[config.mk]
export PLATFORM = sky130hd
export DESIGN_NAME = raster_sync_gen
export DESIGN_NICKNAME = d
export VERILOG_FILES = /design/src/rtl/raster_pkg.sv /design/src/rtl/rsg_regbank.sv /design/src/rtl/rsg_counters.sv /design/src/rtl/rsg_window.sv /design/src/rtl/raster_sync_gen.sv
export SDC_FILE = /design/constraint.sdc
export NUM_CORES = 1
export LEC_CHECK = 0
export ABC_AREA = 1
export BUFFER_PORTS_ARGS = -buffer_cell sky130_fd_sc_hd__buf_2
export CORE_UTILIZATION = 50
export DETAILED_ROUTE_END_ITERATION = 6
export PLACE_DENSITY = 0.69
export SLEW_MARGIN = 20
export SYNTH_ARGS = -nofsm -noshare
export SYNTH_HDL_FRONTEND = slang
export SYNTH_HIERARCHICAL = 1
export SYNTH_SLANG_ARGS = --single-unit
[constraint.sdc]
create_clock -name clk -period 1.6 [get_ports clk]
set_input_delay 0.08 -clock clk [delete_from_list [all_inputs] [get_ports clk]]
set_output_delay 0.08 -clock clk [all_outputs]
set_load 0.02 [all_outputs]
[src/rtl/raster_pkg.sv]
`timescale 1ns/1ps
package raster_pkg;

    localparam int CNT_W    = 12;
    localparam int ADDR_W   = 5;
    localparam int NUM_PINS = 4;
    localparam int NUM_AXES = 2;
    localparam int FIELDS   = 4;

    localparam logic [ADDR_W-1:0] A_STATUS = ADDR_W'(0);
    localparam logic [ADDR_W-1:0] A_FIRST  = ADDR_W'(1);
    localparam logic [ADDR_W-1:0] A_LAST   = ADDR_W'(NUM_AXES * FIELDS);

    typedef enum logic [1:0] {
        SCAN_IL_DOUBLE = 2'b00,
        SCAN_NI_DOUBLE = 2'b01,
        SCAN_ILLEGAL   = 2'b10,
        SCAN_NI_SINGLE = 2'b11
    } scan_mode_e;

    typedef struct packed {
        logic       clk_en;
        logic [3:0] pol;
        scan_mode_e mode;
        logic [2:0] sel;
    } status_t;

    typedef struct packed {
        logic [CNT_W-1:0] sync_on;
        logic [CNT_W-1:0] sync_off;
        logic [CNT_W-1:0] blank_len;
        logic [CNT_W-1:0] total;
    } axis_cfg_t;

    typedef struct packed {
        logic hs;
        logic hb;
        logic vs;
        logic vb;
    } raw_t;

    function automatic status_t decode_status(input logic [CNT_W-1:0] w);
        status_t s;
        s.clk_en = w[10];
        s.pol    = w[8:5];
        s.mode   = scan_mode_e'(w[4:3]);
        s.sel    = w[2:0];
        return s;
    endfunction

    function automatic logic [NUM_PINS-1:0] route_pins(input logic [2:0] sel, input raw_t r);
        logic cb, cs;
        logic [NUM_PINS-1:0] p;
        cb = r.hb | r.vb;
        cs = r.hs | r.vs;
        case (sel)
            3'b001:  p = {~r.vb, r.hb,  cs,   r.vb};
            3'b010:  p = {r.hs,  ~r.hb, r.vs, cb};
            default: p = {~r.vb, ~r.hb, cs,   cb};
        endcase
        return p;
    endfunction

endpackage

[src/rtl/rsg_regbank.sv]
`timescale 1ns/1ps
module rsg_regbank
    import raster_pkg::*;
(
    input  logic              clk,
    input  logic              rst,
    input  logic              wr_en,
    input  logic [ADDR_W-1:0] wr_addr,
    input  logic [CNT_W-1:0]  wr_data,
    output status_t           status,
    output axis_cfg_t         cfg [NUM_AXES],
    output logic              mode_err
);

    localparam int FW = $clog2(FIELDS);

    status_t wr_stat;
    logic [ADDR_W-1:0] idx;

    assign wr_stat = decode_status(wr_data);
    assign idx     = wr_addr - A_FIRST;

    always_ff @(posedge clk) begin
        if (rst) begin
            status   <= '0;
            mode_err <= 1'b0;
        end else if (wr_en && wr_addr == A_STATUS) begin
            status.clk_en <= wr_stat.clk_en;
            status.pol    <= wr_stat.pol;
            status.sel    <= wr_stat.sel;
            if (wr_stat.mode == SCAN_ILLEGAL) begin
                mode_err <= 1'b1;
            end else begin
                status.mode <= wr_stat.mode;
            end
        end
    end

    for (genvar ax = 0; ax < NUM_AXES; ax++) begin : g_axis
        logic hit;
        logic [FW-1:0] fld;
        assign hit = wr_en && (wr_addr >= A_FIRST) && (wr_addr <= A_LAST)
                     && (int'(idx) / FIELDS == ax);
        assign fld = FW'(int'(idx) % FIELDS);
        always_ff @(posedge clk) begin
            if (rst) begin
                cfg[ax] <= '0;
            end else if (hit) begin
                case (fld)
                    FW'(0):  cfg[ax].sync_on   <= wr_data;
                    FW'(1):  cfg[ax].sync_off  <= wr_data;
                    FW'(2):  cfg[ax].blank_len <= wr_data;
                    default: cfg[ax].total     <= wr_data;
                endcase
            end
        end
    end

    a_r9_illegal_keeps_mode: assert property (@(posedge clk) disable iff (rst)
        (wr_en && wr_addr == A_STATUS && wr_data[4:3] == 2'b10)
        |=> (mode_err && $stable(status.mode)));

    a_r9_err_sticky: assert property (@(posedge clk) disable iff (rst)
        mode_err |=> mode_err);

    a_r10_no_alias: assert property (@(posedge clk) disable iff (rst)
        (wr_en && wr_addr > A_LAST) |=> ($stable(status) && $stable(cfg[0]) && $stable(cfg[1])));

endmodule

[src/rtl/rsg_counters.sv]
`timescale 1ns/1ps
module rsg_counters
    import raster_pkg::*;
(
    input  logic             clk,
    input  logic             rst,
    input  logic             en,
    input  logic [CNT_W-1:0] h_total,
    input  logic [CNT_W-1:0] v_total,
    output logic [CNT_W-1:0] h_cnt,
    output logic [CNT_W-1:0] v_cnt,
    output logic             line_last,
    output logic             frame_last
);

    assign line_last  = (h_cnt >= h_total);
    assign frame_last = line_last && (v_cnt >= v_total);

    always_ff @(posedge clk) begin
        if (rst) begin
            h_cnt <= '0;
            v_cnt <= '0;
        end else if (en) begin
            if (line_last) begin
                h_cnt <= '0;
                v_cnt <= (v_cnt >= v_total) ? '0 : CNT_W'(v_cnt + 1'b1);
            end else begin
                h_cnt <= CNT_W'(h_cnt + 1'b1);
            end
        end
    end

    a_r2_h_wraps: assert property (@(posedge clk) disable iff (rst)
        (en && h_cnt >= h_total) |=> (h_cnt == '0));

    a_r2_h_steps: assert property (@(posedge clk) disable iff (rst)
        (en && h_cnt < h_total) |=> (h_cnt == CNT_W'($past(h_cnt) + 1'b1) && $stable(v_cnt)));

    a_r3_v_steps: assert property (@(posedge clk) disable iff (rst)
        (en && h_cnt >= h_total && v_cnt < v_total) |=> (v_cnt == CNT_W'($past(v_cnt) + 1'b1)));

    a_r8_hold: assert property (@(posedge clk) disable iff (rst)
        !en |=> ($stable(h_cnt) && $stable(v_cnt)));

endmodule

[src/rtl/rsg_window.sv]
`timescale 1ns/1ps
module rsg_window #(
    parameter int W = raster_pkg::CNT_W
) (
    input  logic [W-1:0] cnt,
    input  logic [W-1:0] start,
    input  logic [W-1:0] stop,
    output logic         active
);

    assign active = (cnt >= start) && (cnt < stop);

endmodule

[src/rtl/raster_sync_gen.sv]
`timescale 1ns/1ps
module raster_sync_gen
    import raster_pkg::*;
(
    input  logic                clk,
    input  logic                rst,
    input  logic                wr_en,
    input  logic [ADDR_W-1:0]   wr_addr,
    input  logic [CNT_W-1:0]    wr_data,
    output logic                hsync_o,
    output logic                hblank_o,
    output logic                vsync_o,
    output logic                vblank_o,
    output logic                cblank_o,
    output logic                line_end_o,
    output logic                frame_end_o,
    output logic [NUM_PINS-1:0] pin_o,
    output logic [1:0]          scan_mode_o,
    output logic                mode_err_o
);

    status_t          status;
    axis_cfg_t        cfg [NUM_AXES];
    logic [CNT_W-1:0] cnt [NUM_AXES];
    logic             sync_w [NUM_AXES];
    logic             blank_w [NUM_AXES];
    logic             line_last, frame_last, en;
    raw_t             raw;
    logic [NUM_PINS-1:0] routed;

    rsg_regbank u_regs (
        .clk      (clk),
        .rst      (rst),
        .wr_en    (wr_en),
        .wr_addr  (wr_addr),
        .wr_data  (wr_data),
        .status   (status),
        .cfg      (cfg),
        .mode_err (mode_err_o)
    );

    assign en = status.clk_en;

    rsg_counters u_cnt (
        .clk        (clk),
        .rst        (rst),
        .en         (en),
        .h_total    (cfg[0].total),
        .v_total    (cfg[1].total),
        .h_cnt      (cnt[0]),
        .v_cnt      (cnt[1]),
        .line_last  (line_last),
        .frame_last (frame_last)
    );

    for (genvar ax = 0; ax < NUM_AXES; ax++) begin : g_win
        rsg_window #(.W(CNT_W)) u_sync (
            .cnt    (cnt[ax]),
            .start  (cfg[ax].sync_on),
            .stop   (cfg[ax].sync_off),
            .active (sync_w[ax])
        );
        rsg_window #(.W(CNT_W)) u_blank (
            .cnt    (cnt[ax]),
            .start  ('0),
            .stop   (cfg[ax].blank_len),
            .active (blank_w[ax])
        );
    end

    assign raw.hs = en & sync_w[0];
    assign raw.hb = en & blank_w[0];
    assign raw.vs = en & sync_w[1];
    assign raw.vb = en & blank_w[1];

    assign hsync_o     = raw.hs;
    assign hblank_o    = raw.hb;
    assign vsync_o     = raw.vs;
    assign vblank_o    = raw.vb;
    assign cblank_o    = raw.hb | raw.vb;
    assign line_end_o  = en & line_last;
    assign frame_end_o = en & frame_last;
    assign scan_mode_o = status.mode;

    assign routed = route_pins(status.sel, raw);

    for (genvar p = 0; p < NUM_PINS; p++) begin : g_pin
        assign pin_o[p] = en ? (status.pol[p] ? routed[p] : ~routed[p]) : ~status.pol[p];
    end

    a_r8_idle_pins: assert property (@(posedge clk) disable iff (rst)
        !en |-> (pin_o == ~status.pol && !line_end_o && !cblank_o && !hsync_o && !vsync_o));

    a_r5_cblank_src: assert property (@(posedge clk) disable iff (rst)
        cblank_o |-> (hblank_o || vblank_o));

    a_r3_frame_in_line: assert property (@(posedge clk) disable iff (rst)
        frame_end_o |-> line_end_o);

endmodule

# Word-level counts from Yosys, hierarchy flattened
# Index checks and enable logic that the tools add are counted.
[word_totals] regBits=131 latch_bits=0 mem_bits_rw=0 mem_bits_ro=0 out_inout_bits=14 elab_cells=92 mem_count=0
[op_classes] add_sub_neg=3 mul=0 div_mod_pow=0 magnitude_cmp=12 n_eq_ne=6 n_shift=0 n_mux=11 n_bitwise=20 n_reduce_logical=25
[op_table] cell="12-bit greater-or-equal comparator" count=4
[op_table] cell="12-bit < comparator" count=4
[op_table] cell="32-bit logical NOT" count=1
[op_table] cell="12-bit by 1-bit adder with 12-bit output, second input constant" count=2
[op_table] cell="12-bit by 1-bit greater-or-equal comparator with 1-bit output, second input constant" count=2
[op_table] cell="12-bit 2-to-1 mux" count=2
[op_table] cell="2-bit AND reduction" count=11
[op_table] cell="1-bit inverter" count=12
[op_table] cell="1-bit logical AND" count=10
[op_table] cell="1-bit 2-to-1 mux" count=8
[op_table] cell="4-bit one-hot mux with 2 select lines" count=1
[op_table] cell="1-bit AND" count=6
[op_table] cell="3-bit by 2-bit == test with 1-bit output, second input constant" count=2
[op_table] cell="5-bit by 1-bit greater-or-equal comparator with 1-bit output, second input constant" count=1
[op_table] cell="5-bit by 4-bit less-or-equal comparator with 1-bit output, second input constant" count=1
[op_table] cell="5-bit logical NOT" count=1
[op_table] cell="5-bit by 1-bit subtractor with 5-bit output, second input constant" count=1
[op_table] cell="2-bit == test, second input constant" count=2
[op_table] cell="3-bit by 1-bit == test with 1-bit output, second input constant" count=1
[op_table] cell="3-bit OR reduction" count=1
[op_table] cell="2-bit by 1-bit == test with 1-bit output, second input constant" count=1
[op_table] cell="2-bit logical NOT" count=1
[op_table] cell="1-bit OR" count=2

# Logic depth before layout (Yosys ltp)
# Gate-level depths: netlist of run 1.
[depth] word_depth=8 mapped_depth=16 ltp_nobuf=16

# Hierarchy
# Netlist of run 1, hierarchy kept.
[by_module_without_submodules] mod="rsg_regbank" instances=1 cells_per_inst=570 area_per_inst_um2=4149.0
[by_module_without_submodules] mod="rsg_window" instances=4 cells_per_inst=111 area_per_inst_um2=661.9
[by_module_without_submodules] mod="rsg_counters" instances=1 cells_per_inst=303 area_per_inst_um2=1971.9
[by_module_without_submodules] mod="raster_sync_gen" instances=1 cells_per_inst=42 area_per_inst_um2=225.2

# Worst setup path after synthesis of run 1
# No wires, ideal clock.
[synth_timing] kind="register to output" startpoint="register u_cnt.h_cnt[7]" endpoint="output port pin_o[1]" t_arrival_ns=1.852 required_time_ns=1.520 setup_slack_ns=-0.332 path_stages_with_launch=14 path_buffers=0 cell_sequence="dfxtp_1 -> ha_1 -> nand2_1 -> inv_1 -> nand2_1 -> nand2_1 -> a21oi_1 -> nand2_1 -> nor2_2 -> nand2_2 -> inv_2 -> nand2_1 -> nand2_1 -> xor2_1"
[synth_lines] item="start: declaration" line_no="rsg_counters.sv:10" rtl="output logic [CNT_W-1:0] h_cnt,"
[synth_lines] item="start signal: assignment" line_no="rsg_counters.sv:28" rtl="h_cnt <= CNT_W'(h_cnt + 1'b1);"
[synth_lines] item="end: declaration" line_no="raster_sync_gen.sv:17" rtl="output logic [NUM_PINS-1:0] pin_o,"

==> results of run 1 <==
[final cells by class]
type	instances	area, um^2
multi-input cells	891	6105
fillers	1416	5420
flip-flops and latches	131	2698
inverters	319	1205
repair buffers	126	1075
clock buffers	24	513.0
well taps	225	281.5
clock inverters	8	120.1
[metal layers]
metal,vias up,routed length (um)
met4,0,877
met5,-,0
li1,4357,-
met2,157,12770
met3,58,989
met1,3766,10030
[power by group through the flow]
stage	Clock, uW	Combinational [uW]	Sequential (uW)
2_1_floorplan	0	431	3380
3_3_place_gp	0	626	3390
3_5_place_dp	0	639	3390
4_1_cts	4230	725	3300
5_1_grt	4380	865	3300
6_report	4170	784	3300
[cell families after synthesis]
family,count (synthesis),share of synthesized area
AND/OR/NAND/NOR,553,0.2685
AO/OA/AOI/OAI,184,0.1066
other,1,0.0004170
adder cells (fa/ha/maj),118,0.1642
buffers and inverters,360,0.1562
flip-flops,131,0.2916
XOR/XNOR,12,0.01252
[metrics by stage]
| step | power, uW | setup TNS, ns | worst slack, ns | instances | area (um^2) |
|---|---|---|---|---|---|
| finish | 8246 | -17.29 | -0.8088 | 1724 | 12000 |
| global route | 8545 | -20.08 | -0.9112 | 1724 | 12000 |
| CTS | 8256 | -15.94 | -0.7796 | 1716 | 11550 |
| detailed placement | 4026 | -12.07 | -0.5352 | 1673 | 10140 |
| global placement | 4012 | -11.39 | -0.4551 | 1673 | 10140 |
| floorplan | 3814 | -0.3125 | -0.09478 | 1382 | 9323 |
[worst max-delay path by stage]
| stage | end | slack (ns) | depth (start not counted) |
|---|---|---|---|
| global placement | pin_o[0] | -0.46 | 12 |
| floorplan | pin_o[0] | -0.09 | 12 |
| global route | pin_o[2] | -0.91 | 14 |
| finish | pin_o[0] | -0.81 | 14 |
| CTS | pin_o[0] | -0.78 | 14 |
| detailed placement | pin_o[0] | -0.54 | 12 |
[registers in the layout, summed over array words and instances (netlist names)]
name and flops:
u_cnt/v_cnt 12, u_regs/mode_err 1, u_cnt/h_cnt 12, u_regs/cfg 96
u_regs/status 10
[cell usage in the layout (no fill, tap or decap), drive strengths merged, types with 2 or more instances in the layout]
master and instances:
xor2 10, clkbuf 24, inv 317, nor2 169
conb 24, o21ai 73, a21o 4, xnor2 2
nor3 3, clkinv 5, bufinv 3, buf 125
ha 118, nand4 13, a21oi 105, dfxtp 131
o21bai 2, nand2 327, nand3b 2, nand3 38
clkinvlp 2
[critical path, stage by stage, from the launching register on]
cell and delay, ns:
dfxtp_4 0.44, ha_4 0.24, nand2_4 0.07, inv_1 0.07, nand2_1 0.08, nand2_1 0.07, a21oi_2 0.14, nand2_2 0.09
nor2_4 0.14, nand2_4 0.08, clkinv_4 0.06, nand2_4 0.05, nand2_4 0.08, xor2_4 0.15, buf_6 0.13
[what timing repair did]
action                     CTS  global route
hold endpoints to repair     2             0
buffers inserted            11            12
hold buffers                 1             0
pin swaps                   58            50
gates cloned                 0             0
resized for setup          142            69
setup endpoints to repair   35            35
==> flow_summary.yaml, run 1 <==
outcome:
  status: "complete, but fails checks"
  failed_checks: "negative setup slack"
route:
  drcViolationCount: 0
  drtAntennaViolNets: 0
  drt_wl_total_mm: 24.66
  drt_iter0_drc: 425
  post_drt_wl_per_cell_um: 14.30
  dr.pass1.iters: 5
  viasPerCell: 4.836
  via_count: 8338
global_routing:
  grt_pass1_vias: 7993
  grt_start_max_net_pins: 77
  use_met3: 0.05817
  use_met2: 0.4929
  overflow: 0
  grt_use_total: 0.2743
  use_met1: 0.3092
  grt_first_pass_wirelength_mm: 38.76
  grt_busiest_layer: "met2"
  antenna_found_initial: 0
hold_path:
  hold_path.class: "in -> reg"
  holdPathEnd: "u_regs/cfg[23]"
  min_from: "wr_data[11]"
  holdPathStages: 3
sta:
  finalCritPeriodShare: 1.506
  holdWs_ns: 0.02771
  finalMaxSlewViolations: 0
  fmax_ghz: 0.4151
  fin_skew_ns: 0.005026
  worst_slack_ns: -0.8088
  maxSlewHeadroom: 0.6368
  tightest_slew_ns: 0.5415
  setup_viol: 35
  final.min_clock_period_ns: 2.409
  rsz0062_at_grt: "true"
  finalHoldViolCount: 0
floorplan:
  ios: 34
  die-area_mm2: 0.01853
  core_area_mm2: 0.01742
  initial_utilization: 0.5164
  rows: 48
  die_w_um: 136.1
  die_y_um: 136.1
synth:
  seq_area_frac_synth: 0.2916
  yosys_register_bits: 131
  synth-edff-count: 0
  yosys.area.top_type: "dfxtp_1"
  synth_top_area_frac: 0.2916
  netlist_area_mm2: 0.008994
  syn_inst: 1359
  yosysMostFrequentCell: "inv_1"
  synth_area_leaders: "dfxtp_1 29%, ha_1 16%, inv_1 13%"
  synth_area_per_cell_um2: 6.618
  synth_warnings: 6
  async_flop_share: 0
  ys.flop_type: "dfxtp_1"
  synth.distinct_cells: 37
  yosys-top-cells-count: "311 x inv_1, 303 x nand2_1, 142 x nor2_1"
pwr:
  power.leakage_uw: 0.005500
  clkPwrFrac: 0.505
  comb_power_share: 0.095
  p_sw_uw: 1984
  seq_power_share: 0.400
  ir_drop_mv: 0.8583
  swShare: 0.2406
  power_density_mw_per_mm2: 687.4
  intPower_uw: 6262
finish:
  antennaDiodeCount: 0
  drive_gt1_frac: 0.2555
  fin_nets: 1624
  areaGrowthSynthToFinish_pct: 33.39
  utilization: 0.6888
clock_network:
  cts.sinks: 131
  clock_path_buffers: 2
  cts-root-buf: "clkbuf_16"
  htreeDepth: 4
  cts_tree: "yes"
  clk_latency_ns: 0.43
  path_clk_slew_ns: 0.06
  cts_buffers: 17
setup_path:
  critical_path.max_fanout: 5
  critPathKind: "reg -> out"
  rr_worst_depth: 13
  regToRegStartpoint: "u_cnt/h_cnt[11]"
  crit_start: "u_cnt/h_cnt[11]"
  regToRegEndpoint: "u_cnt/h_cnt[9]"
  worst_setup_path_start_kind: "flop"
  arrival_ns: 2.33
  cp.required_ns: 1.52
  crit_path_end_kind: "output pin"
  ff2ff_setup_slack_ns: -0.45
place:
  place_hpwl_mm: 16.41
  place_congestion: 0.8934
  io_buffer_count: 33
flow_run:
  maxCapViolCount: 0
Note: power is estimated with default switching activity, not from simulation.
==> run 2: changes to the inputs <==
BUFFER_PORTS_ARGS = -buffer_cell sky130_fd_sc_hd__clkbuf_2   (was -buffer_cell sky130_fd_sc_hd__buf_2)
==> run 2 against run 1 <==
Net effect:
- the run still ends with negative setup slack left
- cell area is 2.1% lower
- first-iteration DRC count is 28% higher
- die area unchanged
- final cell count fell by 0.17%
- sequential share of layout area rose by 0.39 points
- worst setup slack better by 0.088 ns
- clock-buffer cell count fell by 5
==> flow_summary.yaml, run 2 (synthesis results as in run 1) <==
finish:
  drive_gt1_frac: 0.2386
  areaGrowthSynthToFinish_pct: 30.61
  fin_cells: 1721
  final_cell_mix: "306 x inv_1, 278 x nand2_1, 129 x nor2_1"
  top_register: "u_regs/cfg"
  fin_nets: 1621
  layout_commonest_cell: "inv_1"
  multi_input_area_mm2: 0.005938
  reg.largest.list: "u_regs/cfg (96), u_cnt/h_cnt (12), u_cnt/v_cnt (12)"
  largest_reg_flops: 96
  ff_latch_area_mm2: 0.002688
  antennaDiodeCount: 0
  fillers: 1468
  fin_area_mm2: 0.01175
clock_network:
  cts_tree: "yes"
  clk_latency_ns: 0.43
  cts_buffers: 17
  path_clk_slew_ns: 0.06
  cts.sinks: 131
  clock_path_buffers: 2
  cts-root-buf: "clkbuf_16"
  htreeDepth: 4
route:
  via_count: 8253
  drt_iter0_drc: 542
  drtAntennaViolNets: 0
  dr.pass1.iters: 5
  drt_wl_total_mm: 23.55
  viasPerCell: 4.795
  drcViolationCount: 0
  post_drt_wl_per_cell_um: 13.68
pwr:
  power_density_mw_per_mm2: 677.2
  power.leakage_uw: 0.005455
  ir_drop_mv: 0.7725
sta:
  rsz0062_at_grt: "true"
  setup_tns_ns: -19.19
  finalHoldViolCount: 0
  setup_viol: 35
  worst_slack_ns: -0.7208
  fmax_ghz: 0.4309
  final.min_clock_period_ns: 2.321
  finalMaxSlewViolations: 0
  holdWs_ns: 0.06914
  finalCritPeriodShare: 1.451
  fin_skew_ns: 0.009354
floorplan:
  initial_utilization: 0.5164
  die_y_um: 136.1
  die-area_mm2: 0.01853
  rows: 48
  die_w_um: 136.1
  ios: 34
  core_area_mm2: 0.01742
setup_path:
  critPathKind: "reg -> out"
  critical_path.max_fanout: 5
  arrival_ns: 2.24
  crit_path_end_kind: "output pin"
  cp.required_ns: 1.52
  worst_setup_path_start_kind: "flop"
  ff2ff_setup_slack_ns: -0.57
place:
  place_hpwl_mm: 16.15
  place_ws_ns: -0.4263
  dp_cells: 1668
  place_congestion: 0.8591
  dpl-instance-area_mm2: 0.01011
  io_buffer_count: 33
outcome:
  status: "complete, but fails checks"
  failed_checks: "negative setup slack"
global_routing:
  grt_pass1_vias: 7690
  grt_use_total: 0.2632
  antenna_found_initial: 0
  grt_first_pass_wirelength_mm: 37.45
  overflow: 0
  grt_start_max_net_pins: 82
flow_run:
  maxCapViolCount: 0
hold_path:
  hold_path.class: "in -> reg"
-- run 2: final timing paths --
check | cells after the start | start | endpoint
worst max-delay path | 13 | u_cnt/h_cnt[7] | pin_o[1]
worst min-delay path | 3 | wr_data[11] | u_regs/cfg[23]
worst max register to register | 15 | u_cnt/h_cnt[11] | u_cnt/v_cnt[3]
worst min register to register | 2 | u_regs/cfg[76] | u_regs/cfg[76]
-- run 2: cell type report --
type,count,area share
well taps,225,0.02397
inverters,319,0.1028
flip-flops and latches,131,0.2288
repair buffers,122,0.08969
multi-input cells,892,0.5055
clock buffers,19,0.03771
clock inverters,13,0.01150
-- run 2: power by group --
part           leakage, uW  internal [uW]  total, uW  switching, uW
clock             0.000283           2330       3870           1540
combinational      0.00410            297        786            489
sequential         0.00107           3280       3300           20.7
-- run 2: worst max-delay path, stage by stage (launching register included) --
cell	delay (ns)
dfxtp_4	0.40
ha_4	0.29
nand2_2	0.06
nor2_2	0.12
nand2_2	0.07
a21oi_2	0.11
nor2_2	0.06
nor2_4	0.15
nand2_2	0.08
inv_4	0.07
nand2_4	0.05
nand2_4	0.07
xor2_4	0.15
buf_8	0.12
-- run 2: metal layers --
metal / track usage / wire [um] / vias to the layer above
met3: 0.03393 / 746 / 56
met2: 0.4822 / 11980 / 169
met1: 0.3074 / 10050 / 3680
li1: - / - / 4348
met4: 0.1031 / 775 / 0
met5: 0 / 0 / -
-- run 2: repair_timing --
item                                    4_1_cts  5_1_grt
endpoints found under the setup margin       35       35
pin swaps                                    48       42
hold buffers                                  1        0
resized for setup                           111       63
setup buffers                                15        5
gates cloned                                  1        0
hold endpoints to repair                      2        0
-- run 2: through the flow --
step	utilization	power, uW
after global routing	0.6744	8224
after global placement	0.5803	4023
final	0.6744	7955
after detailed placement	0.5803	4035
after floorplan	-	3814
after CTS	0.6519	7969
==> run 3: changes to the inputs <==
SKIP_CTS_REPAIR_TIMING = 1   (was unset)
==> run 3 against run 2 <==
Net effect:
- the flow still finishes with violations (negative setup slack)
- flip-flop and latch count stayed put
- combinational power is 4.6% lower
- routed wire length is 1.9% lower
- via count is 0.86% lower
- critical path depth is 1 higher
- clock power hardly changed
- utilization is 1.4 points lower
- final cell count is 0.64% lower
- highest routed layer unchanged
==> flow_summary.yaml, run 3 (synthesis results as in run 1) <==
floorplan:
  die_w_um: 136.1
  core_area_mm2: 0.01742
  die_y_um: 136.1
  initial_utilization: 0.5164
  ios: 34
  die-area_mm2: 0.01853
  rows: 48
pwr:
  power.leakage_uw: 0.005364
  power_density_mw_per_mm2: 687.1
  ir_drop_mv: 0.7739
  finalPower_uw: 7902
clock_network:
  htreeDepth: 4
  cts-root-buf: "clkbuf_16"
  cts_buffers: 17
  cts_tree: "yes"
  clk_latency_ns: 0.42
  path_clk_slew_ns: 0.06
  cts.sinks: 131
  clock_path_buffers: 2
outcome:
  failed_checks: "negative setup slack"
  status: "complete, but fails checks"
sta:
  final.min_clock_period_ns: 2.331
  worst_slack_ns: -0.7309
  finalHoldViolCount: 0
  fin_skew_ns: 0.007628
  setup_viol: 35
  finalMaxSlewViolations: 0
  fmax_ghz: 0.4290
  rsz0062_at_grt: "true"
  finalCritPeriodShare: 1.457
route:
  via_count: 8182
  drt_iter0_drc: 536
  viasPerCell: 4.785
  dr.pass1.iters: 6
  post_drt_wl_per_cell_um: 13.52
  drt_wl_total_mm: 23.11
  drtAntennaViolNets: 0
  drcViolationCount: 0
finish:
  fin_area_mm2: 0.01150
  antennaDiodeCount: 0
  fin_nets: 1610
  largest_reg_flops: 96
  top_register: "u_regs/cfg"
  final_cell_mix: "305 x inv_1, 275 x nand2_1, 125 x nor2_1"
  layout_commonest_cell: "inv_1"
  reg.largest.list: "u_regs/cfg (96), u_cnt/h_cnt (12), u_cnt/v_cnt (12)"
  areaGrowthSynthToFinish_pct: 27.87
  utilization: 0.6603
  drive_gt1_frac: 0.2357
setup_path:
  critical_path.max_fanout: 7
  arrival_ns: 2.25
  ff2ff_setup_slack_ns: -0.49
  critPathKind: "reg -> out"
  worst_setup_path_start_kind: "flop"
  cp.required_ns: 1.52
  crit_path_end_kind: "output pin"
place:
  io_buffer_count: 33
  place_hpwl_mm: 16.15
  place_congestion: 0.8591
  dpl-instance-area_mm2: 0.01011
global_routing:
  overflow: 0
  antenna_found_initial: 0
  grt_start_max_net_pins: 82
  grt_use_total: 0.2518
  grt_first_pass_wirelength_mm: 35.80
  grt_pass1_vias: 7342
flow_run:
  maxCapViolCount: 0
hold_path:
  hold_path.class: "in -> reg"
[run 3: cell count changes in the layout (fill, tap and decap cells not counted), sizes merged]
| cell | before | now |
|---|---|---|
| buf | 96 | 88 |
| clkbuf | 44 | 41 |
[run 3: layer usage]
metal / share of wire / vias to the layer above / track usage / wire length (um)
met3: 0.032 / 46 / 0.03915 / 748
met1: 0.43 / 3676 / 0.2976 / 10040
met2: 0.51 / 137 / 0.4557 / 11750
li1: - / 4323 / - / -
met4: 0.025 / 0 / 0.09012 / 577
met5: 0 / - / 0 / 0
[run 3: worst max-delay path, cell delays in order, from the launching register on]
cell	delay, ns
dfxtp_4	0.45
ha_4	0.25
nand2_4	0.08
inv_1	0.05
nand2_1	0.06
nand2_1	0.06
a21oi_2	0.12
nand2_2	0.07
nor2_4	0.13
nand2_4	0.08
inv_6	0.06
nand2_4	0.05
nand2_4	0.07
xor2_4	0.15
buf_6	0.13
[run 3: layout make-up]
type                       count  area, um^2
timing repair buffer         111       869.6
clock buffer                  19       442.9
multi-input combinational    892        5869
tap                          225       281.5
fill                        1488        5917
inverter                     319        1207
sequential                   131        2694
clock inverter                13       135.1
[run 3: through the flow]
step                      hold WS (ns)  std cells  setup TNS (ns)  setup WS [ns]
after CTS                     -0.03628       1700          -17.08        -0.8836
final                          0.07756       1710          -16.16        -0.7309
after floorplan                 0.1491       1382         -0.3125       -0.09478
after global routing           0.09517       1710          -19.76        -0.8468
after global placement          0.4078       1668          -11.10        -0.4314
after detailed placement        0.4097       1668          -11.65        -0.4263
[run 3: power by group]
part	leakage (uW)	switching (uW)	total, uW	internal [uW]
Sequential	0.00108	20.8	3300	3280
Clock	0.000283	1530	3850	2330
Combinational	0.00401	477	750	274
[run 3: worst paths after layout]
path                    from  cells after the start              end
max          u_cnt/h_cnt[11]                     14         pin_o[0]
min              wr_data[11]                      3   u_regs/cfg[23]
max reg2reg  u_cnt/h_cnt[10]                     14  u_cnt/v_cnt[10]
min reg2reg   u_regs/cfg[53]                      2   u_regs/cfg[53]
